**src/rtl/srt_pkg.sv**
```systemverilog
package srt_pkg;

    localparam int TYPE_W = 3;

    typedef enum logic [1:0] {
        RSP_NODATA = 2'b00,
        RSP_RETRY  = 2'b01,
        RSP_DEFER  = 2'b10,
        RSP_DATA   = 2'b11
    } rsp_e;

    function automatic logic type_reserved(input logic [TYPE_W-1:0] t);
        return (t[TYPE_W-1:TYPE_W-2] == 2'b11);
    endfunction

endpackage

```
**src/rtl/srt_alloc.sv**
```systemverilog
module srt_alloc #(
    parameter int N = 8,
    localparam int IDX_W = (N > 1) ? $clog2(N) : 1
) (
    input  logic [N-1:0]     busy,
    output logic             any_free,
    output logic [IDX_W-1:0] free_idx
);
    logic [N-1:0] free_vec;

    genvar g;
    generate
        for (g = 0; g < N; g++) begin : g_free
            assign free_vec[g] = ~busy[g];
        end
    endgenerate

    assign any_free = |free_vec;

    always_comb begin
        free_idx = '0;
        for (int i = N - 1; i >= 0; i--) begin
            if (free_vec[i]) free_idx = IDX_W'(i);
        end
    end
endmodule

```
**src/rtl/srt_match.sv**
```systemverilog
module srt_match #(
    parameter int N     = 8,
    parameter int TAG_W = 8,
    localparam int IDX_W = (N > 1) ? $clog2(N) : 1
) (
    input  logic [N-1:0]            live,
    input  logic [N-1:0][TAG_W-1:0] tags,
    input  logic [TAG_W-1:0]        key,
    output logic                    hit,
    output logic [IDX_W-1:0]        hit_idx
);
    logic [N-1:0] eq;

    genvar g;
    generate
        for (g = 0; g < N; g++) begin : g_cmp
            assign eq[g] = live[g] && (tags[g] == key);
        end
    endgenerate

    assign hit = |eq;

    always_comb begin
        hit_idx = '0;
        for (int i = 0; i < N; i++) begin
            if (eq[i]) hit_idx = IDX_W'(i);
        end
    end
endmodule

```
**src/rtl/srt_tracker.sv**
```systemverilog
module srt_tracker
    import srt_pkg::*;
#(
    parameter int ENTRIES = 8,
    parameter int TAG_W   = 8,
    parameter int ADDR_W  = 24,
    parameter int TAG_LSB = 16,
    localparam int IDX_W  = (ENTRIES > 1) ? $clog2(ENTRIES) : 1
) (
    input  logic                 clk,
    input  logic                 rst_n,
    input  logic                 note_valid,
    input  logic [TAG_W-1:0]     note_tag,
    input  logic [TYPE_W-1:0]    note_type,
    output logic                 note_ready,
    input  logic                 rpl_valid,
    input  logic [ADDR_W-1:0]    rpl_addr,
    input  logic [1:0]           rpl_resp,
    input  logic                 rpl_hit,
    input  logic                 rpl_hitm,
    input  logic                 rpl_defer,
    input  logic                 rpl_data_valid,
    output logic                 done_valid,
    output logic                 retry_valid,
    output logic [TAG_W-1:0]     out_tag,
    output logic [TYPE_W-1:0]    out_type,
    output logic                 out_hit,
    output logic                 out_hitm,
    output logic                 out_data,
    output logic                 err_unmatched,
    output logic                 err_proto
);

    typedef struct packed {
        logic [ENTRIES-1:0]             vld;
        logic [ENTRIES-1:0][TAG_W-1:0]  tag;
        logic [ENTRIES-1:0][TYPE_W-1:0] typ;
        logic                           done;
        logic                           retry;
        logic [TAG_W-1:0]               o_tag;
        logic [TYPE_W-1:0]              o_type;
        logic                           o_hit;
        logic                           o_hitm;
        logic                           o_data;
        logic                           e_unm;
        logic                           e_proto;
    } state_t;

    state_t st_d, st_q;

    logic [TAG_W-1:0] rpl_key;
    logic             rpl_hit_any, note_dup, slot_free;
    logic [IDX_W-1:0] rpl_idx, note_dup_idx, slot_idx;
    rsp_e             rsp;

    assign rpl_key = rpl_addr[TAG_LSB +: TAG_W];
    assign rsp     = rsp_e'(rpl_resp);

    srt_match #(.N(ENTRIES), .TAG_W(TAG_W)) u_rpl_match (
        .live    (st_q.vld),
        .tags    (st_q.tag),
        .key     (rpl_key),
        .hit     (rpl_hit_any),
        .hit_idx (rpl_idx)
    );

    srt_match #(.N(ENTRIES), .TAG_W(TAG_W)) u_note_match (
        .live    (st_q.vld),
        .tags    (st_q.tag),
        .key     (note_tag),
        .hit     (note_dup),
        .hit_idx (note_dup_idx)
    );

    srt_alloc #(.N(ENTRIES)) u_alloc (
        .busy     (st_q.vld),
        .any_free (slot_free),
        .free_idx (slot_idx)
    );

    always_comb begin
        st_d         = st_q;
        st_d.done    = 1'b0;
        st_d.retry   = 1'b0;
        st_d.e_unm   = 1'b0;
        st_d.e_proto = 1'b0;
        st_d.o_hit   = 1'b0;
        st_d.o_hitm  = 1'b0;
        st_d.o_data  = 1'b0;

        if (rpl_valid) begin
            st_d.o_tag = rpl_key;
            if (rsp == RSP_DEFER) begin
                st_d.e_proto = 1'b1;
            end else if (!rpl_hit_any) begin
                st_d.e_unm = 1'b1;
            end else begin
                st_d.vld[rpl_idx] = 1'b0;
                st_d.o_type       = st_q.typ[rpl_idx];
                if (rsp == RSP_RETRY || rpl_defer) begin
                    st_d.retry = 1'b1;
                end else begin
                    st_d.done   = 1'b1;
                    st_d.o_hit  = rpl_hit;
                    st_d.o_hitm = rpl_hitm;
                    st_d.o_data = rpl_data_valid && (rsp == RSP_DATA);
                end
            end
        end

        // Allocation looks only at the registered table, so a slot retired
        // in this cycle is not reused until the next one.
        if (note_valid && slot_free && !type_reserved(note_type) && !note_dup) begin
            st_d.vld[slot_idx] = 1'b1;
            st_d.tag[slot_idx] = note_tag;
            st_d.typ[slot_idx] = note_type;
        end
    end

    always_ff @(posedge clk or negedge rst_n) begin
        if (!rst_n) st_q <= '0;
        else        st_q <= st_d;
    end

    assign note_ready    = slot_free;
    assign done_valid    = st_q.done;
    assign retry_valid   = st_q.retry;
    assign out_tag       = st_q.o_tag;
    assign out_type      = st_q.o_type;
    assign out_hit       = st_q.o_hit;
    assign out_hitm      = st_q.o_hitm;
    assign out_data      = st_q.o_data;
    assign err_unmatched = st_q.e_unm;
    assign err_proto     = st_q.e_proto;

    logic unused_dup_idx;
    assign unused_dup_idx = ^note_dup_idx;

endmodule

```
**config.mk**
```make
export PLATFORM = sky130hd
export DESIGN_NAME = srt_tracker
export DESIGN_NICKNAME = d
export VERILOG_FILES = /design/src/rtl/srt_pkg.sv /design/src/rtl/srt_alloc.sv /design/src/rtl/srt_match.sv /design/src/rtl/srt_tracker.sv
export SDC_FILE = /design/constraint.sdc
export NUM_CORES = 1
export LEC_CHECK = 0
export ABC_AREA = 1
export ABC_CLOCK_PERIOD_IN_PS = 5500
export BUFFER_PORTS_ARGS = -buffer_cell sky130_fd_sc_hd__buf_4
export CORE_ASPECT_RATIO = 0.6
export CORE_UTILIZATION = 62
export DETAILED_ROUTE_END_ITERATION = 7
export PLACE_DENSITY_LB_ADDON = 0.3
export SYNTH_ARGS = -nofsm -noshare
export SYNTH_HDL_FRONTEND = slang
export SYNTH_HIERARCHICAL = 1
export SYNTH_SLANG_ARGS = --single-unit
```
**constraint.sdc**
```tcl
create_clock -name clk -period 5.5 [get_ports clk]
set_clock_uncertainty 0.05 [all_clocks]
set_input_delay 0.275 -clock clk [delete_from_list [all_inputs] [get_ports clk]]
set_output_delay 0.275 -clock clk [all_outputs]
set_load 0.005 [all_outputs]
```
==> results.md, run 1 <==
- The flow ran to the end, but the final reports show violations.
- The final reports fail on DRC.
- The antenna cell count is 0.
- between 60 and 70 I/O pins were placed.
- The average cell area after synthesis is between 7 and 8 sq um.
- Setup violations remaining at the end of the flow were counted as 0.
- The areal power density over the cells is ~540 nW/um^2.
- The final worst-path setup slack is between 2 and 3 ns.
- The number of port buffers is 47.
- In the routed design, unresolved DRC markers number 13.
- The first detailed-routing pass took 8 iterations.
- The initial utilization of the core area, before any placement, comes to 0.6497.
- The most repeated library cell on the critical path is sky130_fd_sc_hd__nand2_1.
- In this run the worst path has a maximum fanout of 16.
- The routed layout has around 6,300 vias.
- STA classifies the critical path startpoint as a flip-flop.
- The post-route setup TNS is 0 ns.
- The worst supply voltage drop on vdd is 0.2804 mV.
- The type of the worst setup path is reg -> reg.
- The die is 84.32 um tall.
- The maximum number of pins on one net before global-route repair is 64.
- Synthesis produced a netlist with a net count of 982.
- In the finished design, the share of the clock period the worst path needs comes to 0.5255.
- The pre-CTS setup slack is 2.588 ns.
- The post-synthesis cell count is approximately 940.
- For this design, the slowest cell found on the critical path is sky130_fd_sc_hd__dfrtp_1.
- After detailed routing, the number of vias per cell comes to 5.684.
- The horizontal die dimension is 139.2 um.
- The kind of cell adding the most delay to the critical path is simple AND/OR/NAND/NOR gates.
- In this run the deepest clock path goes through 2 buffers.
- The floorplan step defined a die boundary enclosing 11,740 sq um.
- The standby leakage power is between 0.003 and 0.004 uW.
- The critical path endpoint category is a flip-flop.
- The slew of the pin with the lowest slew margin is about 1.0 ns.
- The clock sink total is about 110.
- Relative to the synthesized area, the layout overhead comes to 10.78%.
- Leaving out fill and tap cells, the most frequent cell in the layout is sky130_fd_sc_hd__nand2_1.
- The final core area utilization is 0.7197.
- The cell area after synthesis is between 7000 and 8000 sq um.
- The beginning of the worst hold path is rpl_hitm.
- After detailed routing, the total wire length is around 19 mm.
- At the later pin of the worst-skew pair, clock insertion delay measures approximately 0.42 ns.
- For this run, the slowest stage of the critical path takes roughly 0.43 ns.
- The number of warnings issued by yosys is 6.
- Clock-pin slew was measured on the worst setup and hold paths at 0.06 ns.
- The top cell types in the final layout, fill and taps aside, are 297 x sky130_fd_sc_hd__nand2_1, 114 x sky130_fd_sc_hd__dfrtp_1, 87 x sky130_fd_sc_hd__inv_1.
- The floorplan step defined a core boundary enclosing around 11,000 sq um.
- In this run the core area contains 29 standard-cell rows.
- Summed over all layers, the global routing overflow is 0.
- In the final layout, the share of cells above drive strength 1 is 0.1627.
- The clock tree synthesis step divided the H-tree into 4 levels.
- In this run the tightest slew margin relative to its limit is 0.3249.
- Setup repair after global routing left no endpoint under its margin.
- Once detailed placement completed, the half-perimeter wirelength came to ~13 mm.
- The number of hold-slack violations in the final timing report was 0.
- The first-pass GRT wire length is about 30 mm.
- The total CTS buffers is 17.
- The final period demand of the worst path is between 2 and 3 ns.
- The count of nets after finishing is between 1,000 and 1,500.
- STA puts the critical path data arrival time at approximately 3.2 ns.
- The number of max-cap violations is 0.
- The final antenna-violating net count is 0.
- CTS placed an instance of sky130_fd_sc_hd__clkbuf_16 at the clock tree root.
- The detailed-route wire length per cell is between 15 and 20 um.
- The number of DRC violations after detailed-routing iteration 0 is ~700.
- The class of the tightest hold or removal check is in -> reg.
- The signal on the critical path passes through inv_1, nand2_1, o21ai_0, nor2_1, nand3_1, nor2_1, nand2_1, nand2_1, nand2_1, nand2_1, nand2_1, nand2_1, inv_1, or2_2, nand2_1, nand2_1, nor2_1, nor2_1.
- The number of antenna violations at the first check in global routing came to 0.
- The number of global-route vias before repair is ~5,600.
- The number of buffer and inverter instances along the worst setup path is 2.
- TritonCTS built the clock tree.
- The data required time of the critical path is 5.76 ns.
- Across every metal layer, demand over resource in global routing totals 0.3386.
- The congestion estimate from routability-driven global placement came to about 0.98.
- The achievable frequency is about 350 MHz.
- The layout filler cell count is about 850.
- The number of pins with negative max-slew slack in the final report is 0.
-- per-layer routing --
metal,global-route usage,up-vias,share of wire
li1,-,2997,-
met1,0.5220,2969,0.47
met2,0.4674,320,0.41
met3,0.08728,23,0.12
met4,0.08889,0,0.010
met5,0,-,0
-- layout make-up --
class                      instances  area [sq um]  share of cell area
tap                              139         173.9             0.02242
inverter                         100         375.4             0.04839
timing repair buffer              49         370.4             0.04775
multi-input combinational        676          3387              0.4367
clock buffer                      18         439.2             0.05662
clock inverter                    14         157.7             0.02033
sequential                       114          2853              0.3678
-- repair_timing --
action | 4_1_cts | 5_1_grt
hold buffers | 1 | 0
gates resized for setup | 0 | 0
buffers inserted | 0 | 0
hold endpoints to repair | 51 | 0
-- stage by stage --
stage	area [sq um]	instances	hold slack (ns)	total power, uW
after floorplan	7002	937	-0.07059	2705
after global placement	7149	1077	0.2956	2946
after detailed placement	7149	1077	0.2990	3005
after CTS	7756	1110	0.04959	4136
after global routing	7756	1110	0.04769	4455
final	7756	1110	0.05795	4162
-- worst paths after layout --
path	endpoint	slack, ns	cells after the start
worst max register to register	out_type[2]	2.61	18
worst max-delay path	out_type[2]	2.61	18
min in group asynchronous	async pin	0.39	2
max in group asynchronous	async pin	3.73	3
worst min-delay path	out_hitm	0.06	2
worst min register to register	out_tag[1]	0.42	2
-- where the power goes --
| group | leakage [uW] | switching, uW | internal (uW) |
|---|---|---|---|
| clock | 0.000271 | 422 | 683 |
| sequential | 0.00142 | 361 | 1170 |
| combinational | 0.00230 | 931 | 599 |
(Power assumes the default switching activity.)
==> run 2: changes to the inputs <==
ABC_CLOCK_PERIOD_IN_PS = 2500   (was 5500)
CORE_UTILIZATION = 55   (was 62)
clock period = 2.5 ns   (was 5.5 ns; I/O delays follow)
==> run 2 against run 1 <==
The flow now finishes without violations; via count rose by 2.1%; highest routed layer unchanged; register-to-register slack got worse by 2.5 ns; worst hold slack got worse by 0.054 ns; final cell count rose by 5.0%; critical path depth fell by 1; largest cell class unchanged.
==> results.md, run 2 (synthesis results as in run 1) <==
- The slew of the pin with the lowest slew margin was 0.5128 ns (-0.4968 ns).
- The achievable frequency is about 410 MHz.
- The count of nets after finishing came to 1,032 (+2.9%).
- The effective utilization at floorplan came to 0.5731 (-0.07665).
- The overall routing resource usage is 0.3151 (-0.02346).
- The horizontal die dimension is 147.7 um (+6.1%).
- The root buffer cell chosen for the clock tree is sky130_fd_sc_hd__clkbuf_16.
- The path class of the tightest hold or removal check is in -> reg.
- The clock sink total is 114 (unchanged).
- Setup repair after global routing could not meet its margin everywhere.
- The critical path startpoint category is an input port.
- The worst hold slack is 0.004046 ns (-0.05390 ns).
- Dividing the final minimum period by the clock period gives 0.9752.
- The areal power density over the cells was 1159 nW/um^2 (+120%).
- The final period demand of the worst path is approximately 2.4 ns.
- The clock latency on the worst-skew pair is 0.42 ns (about the same).
- The first-pass GRT wire length came to 31.06 mm (+3.0%).
- The number of global-route vias before repair came to 5,810 (+3.9%).
- The detailed-route wire length per cell is 16.79 um (-0.12%).
- The floorplan core area is 12,220 sq um (+13%).
- The number of pins with negative max-slew slack in the final report is 0 (unchanged).
- The number of port buffers came to 47 (unchanged).
- The post-route setup TNS is 0 ns (unchanged).
- The library cells used most frequently in the layout, excluding fill and tap cells, are 297 x sky130_fd_sc_hd__nand2_1, 111 x sky130_fd_sc_hd__dfrtp_1, 86 x sky130_fd_sc_hd__inv_1.
- The worst setup path is captured at a flip-flop.
- The number of buffers on the longest clock path is 2 (unchanged).
- By startpoint and endpoint, the worst setup path is classified as in -> reg.
- The weighted congestion reported at the end of routability-driven placement is 0.9795 (+0.29%).
- The number of hold-slack violations in the final timing report came to 0 (unchanged).
- The total CTS buffers was 17 (unchanged).
- The worst supply voltage drop on vdd is 0.5762 mV (+110%).
- The sum of routed wire length over all layers came to 19.56 mm (+4.8%).
- The number of max-cap violations is 0 (unchanged).
- The arrival time at the worst endpoint came to 2.69 ns (-0.46 ns).
- The layout cell share with drive strength beyond 1 was 0.1780 (+0.01528).
- The run finished with clean final reports.
- The HPWL after detailed placement is 13.72 mm (+4.8%).
- The critical-path maximum fanout came to 10 (-6).
- The final antenna-violating net count is 0 (unchanged).
- The overall die area came to 13,200 sq um (+12%).
- The vias per cell came to 5.529 (-2.7%).
- The number of rows created at floorplan came to 31 (+6.9%).
- The standby leakage power was 0.004140 uW (+3.8%).
- The most common cell after layout, fill and taps aside is sky130_fd_sc_hd__nand2_1.
- The boundary pin count was 64 (unchanged).
- The antenna cell count came to 0 (unchanged).
- The area growth from synthesis to layout is 15.96%.
- The post-detailed-route DRC marker count was 0 (-13).
- The setup violation total in the final timing report is 0 (unchanged).
- The detailed-route via count was 6,441 (+2.1%).
- TritonCTS built the clock tree.
- The headroom to the max-slew limit is 0.6578 (+0.3328).
- The number of iterations in the first detailed-routing pass is 5 (-3).
- The total number of H-tree levels is 4 (unchanged).
- The maximum number of pins on one net before global-route repair is 63 (-1.6%).
- The chip height came to 89.40 um (+6.0%).
- The remaining global-route overflow came to 0 (unchanged).
- The number of antenna violations at the first check in global routing was 0 (unchanged).
- The number of DRC violations after detailed-routing iteration 0 is 689 (+0.44%).
- The data required time of the critical path is 2.76 ns (-3.00 ns).
- The clock transition at the registers of the reported paths came to 0.06 ns (about the same).
-- run 2: repair_timing --
item,CTS,global route
hold buffers,17,0
endpoints found under the hold margin,97,0
setup endpoints to repair,0,9
gates resized for setup,0,10
setup buffers,0,3
-- run 2: where the power goes --
part / switching (uW) / internal [uW] / total, uW
clock: 924 / 1600 / 2530
sequential: 774 / 2570 / 3350
combinational: 2110 / 1420 / 3540
total: 3810 / 5600 / 9410
-- run 2: layer usage --
layer	GRT usage	vias to the layer above	routed length, um
li1	-	3045	-
met1	0.4698	3048	9233
met2	0.4588	331	7948
met3	0.07500	17	2199
met4	0.07779	0	182
met5	0	-	0
-- run 2: area by class of cell --
class | count | area (sq um)
clock buffer | 18 | 439.2
multi-input combinational | 676 | 3402
fill | 1021 | 4099
tap | 165 | 206.4
clock inverter | 14 | 181.4
timing repair buffer | 78 | 653.1
inverter | 100 | 380.4
sequential | 114 | 2856
-- run 2: path summary, 6_finish.rpt --
check,end,slack [ns],start,depth (start not counted)
min,out_tag[4],0.004,rpl_addr[20],3
max in group asynchronous,async pin,1.56,rst_n,3
min reg2reg,flip-flop,0.43,flip-flop,2
max,out_type[1],0.06,rpl_addr[19],17
min in group asynchronous,out_tag[3],0.09,rst_n,2
max reg2reg,out_type[1],0.10,flip-flop,19
-- run 2: through the flow --
step | power, uW | std cells | util | setup WS (ns) | instance area [sq um]
final | 9412 | 1165 | 0.6645 | 0.06198 | 8119
after global routing | 10090 | 1165 | 0.6645 | -0.05033 | 8119
after CTS | 9310 | 1162 | 0.6607 | 0.004434 | 8073
after detailed placement | 6695 | 1113 | 0.5960 | 0.1317 | 7282
after global placement | 6571 | 1113 | 0.5960 | 0.2099 | 7282
after floorplan | 5950 | 937 | - | 0.5109 | 7002
-- run 2: critical path: stages --
cell                            delay (ns)
sky130_fd_sc_hd__dlygate4sd3_1        0.54
sky130_fd_sc_hd__buf_4                0.17
sky130_fd_sc_hd__inv_4                0.14
sky130_fd_sc_hd__or2_2                0.13
sky130_fd_sc_hd__nand3_1              0.11
sky130_fd_sc_hd__nor2_1               0.20
sky130_fd_sc_hd__nand3_2              0.11
sky130_fd_sc_hd__nand2_1              0.09
sky130_fd_sc_hd__nand2_1              0.05
sky130_fd_sc_hd__nand2_1              0.07
sky130_fd_sc_hd__nand2_1              0.11
sky130_fd_sc_hd__buf_4                0.18
sky130_fd_sc_hd__or2_2                0.29
sky130_fd_sc_hd__nand3_1              0.12
sky130_fd_sc_hd__nand2_1              0.07
sky130_fd_sc_hd__nor2_1               0.14
sky130_fd_sc_hd__nor2_1               0.05
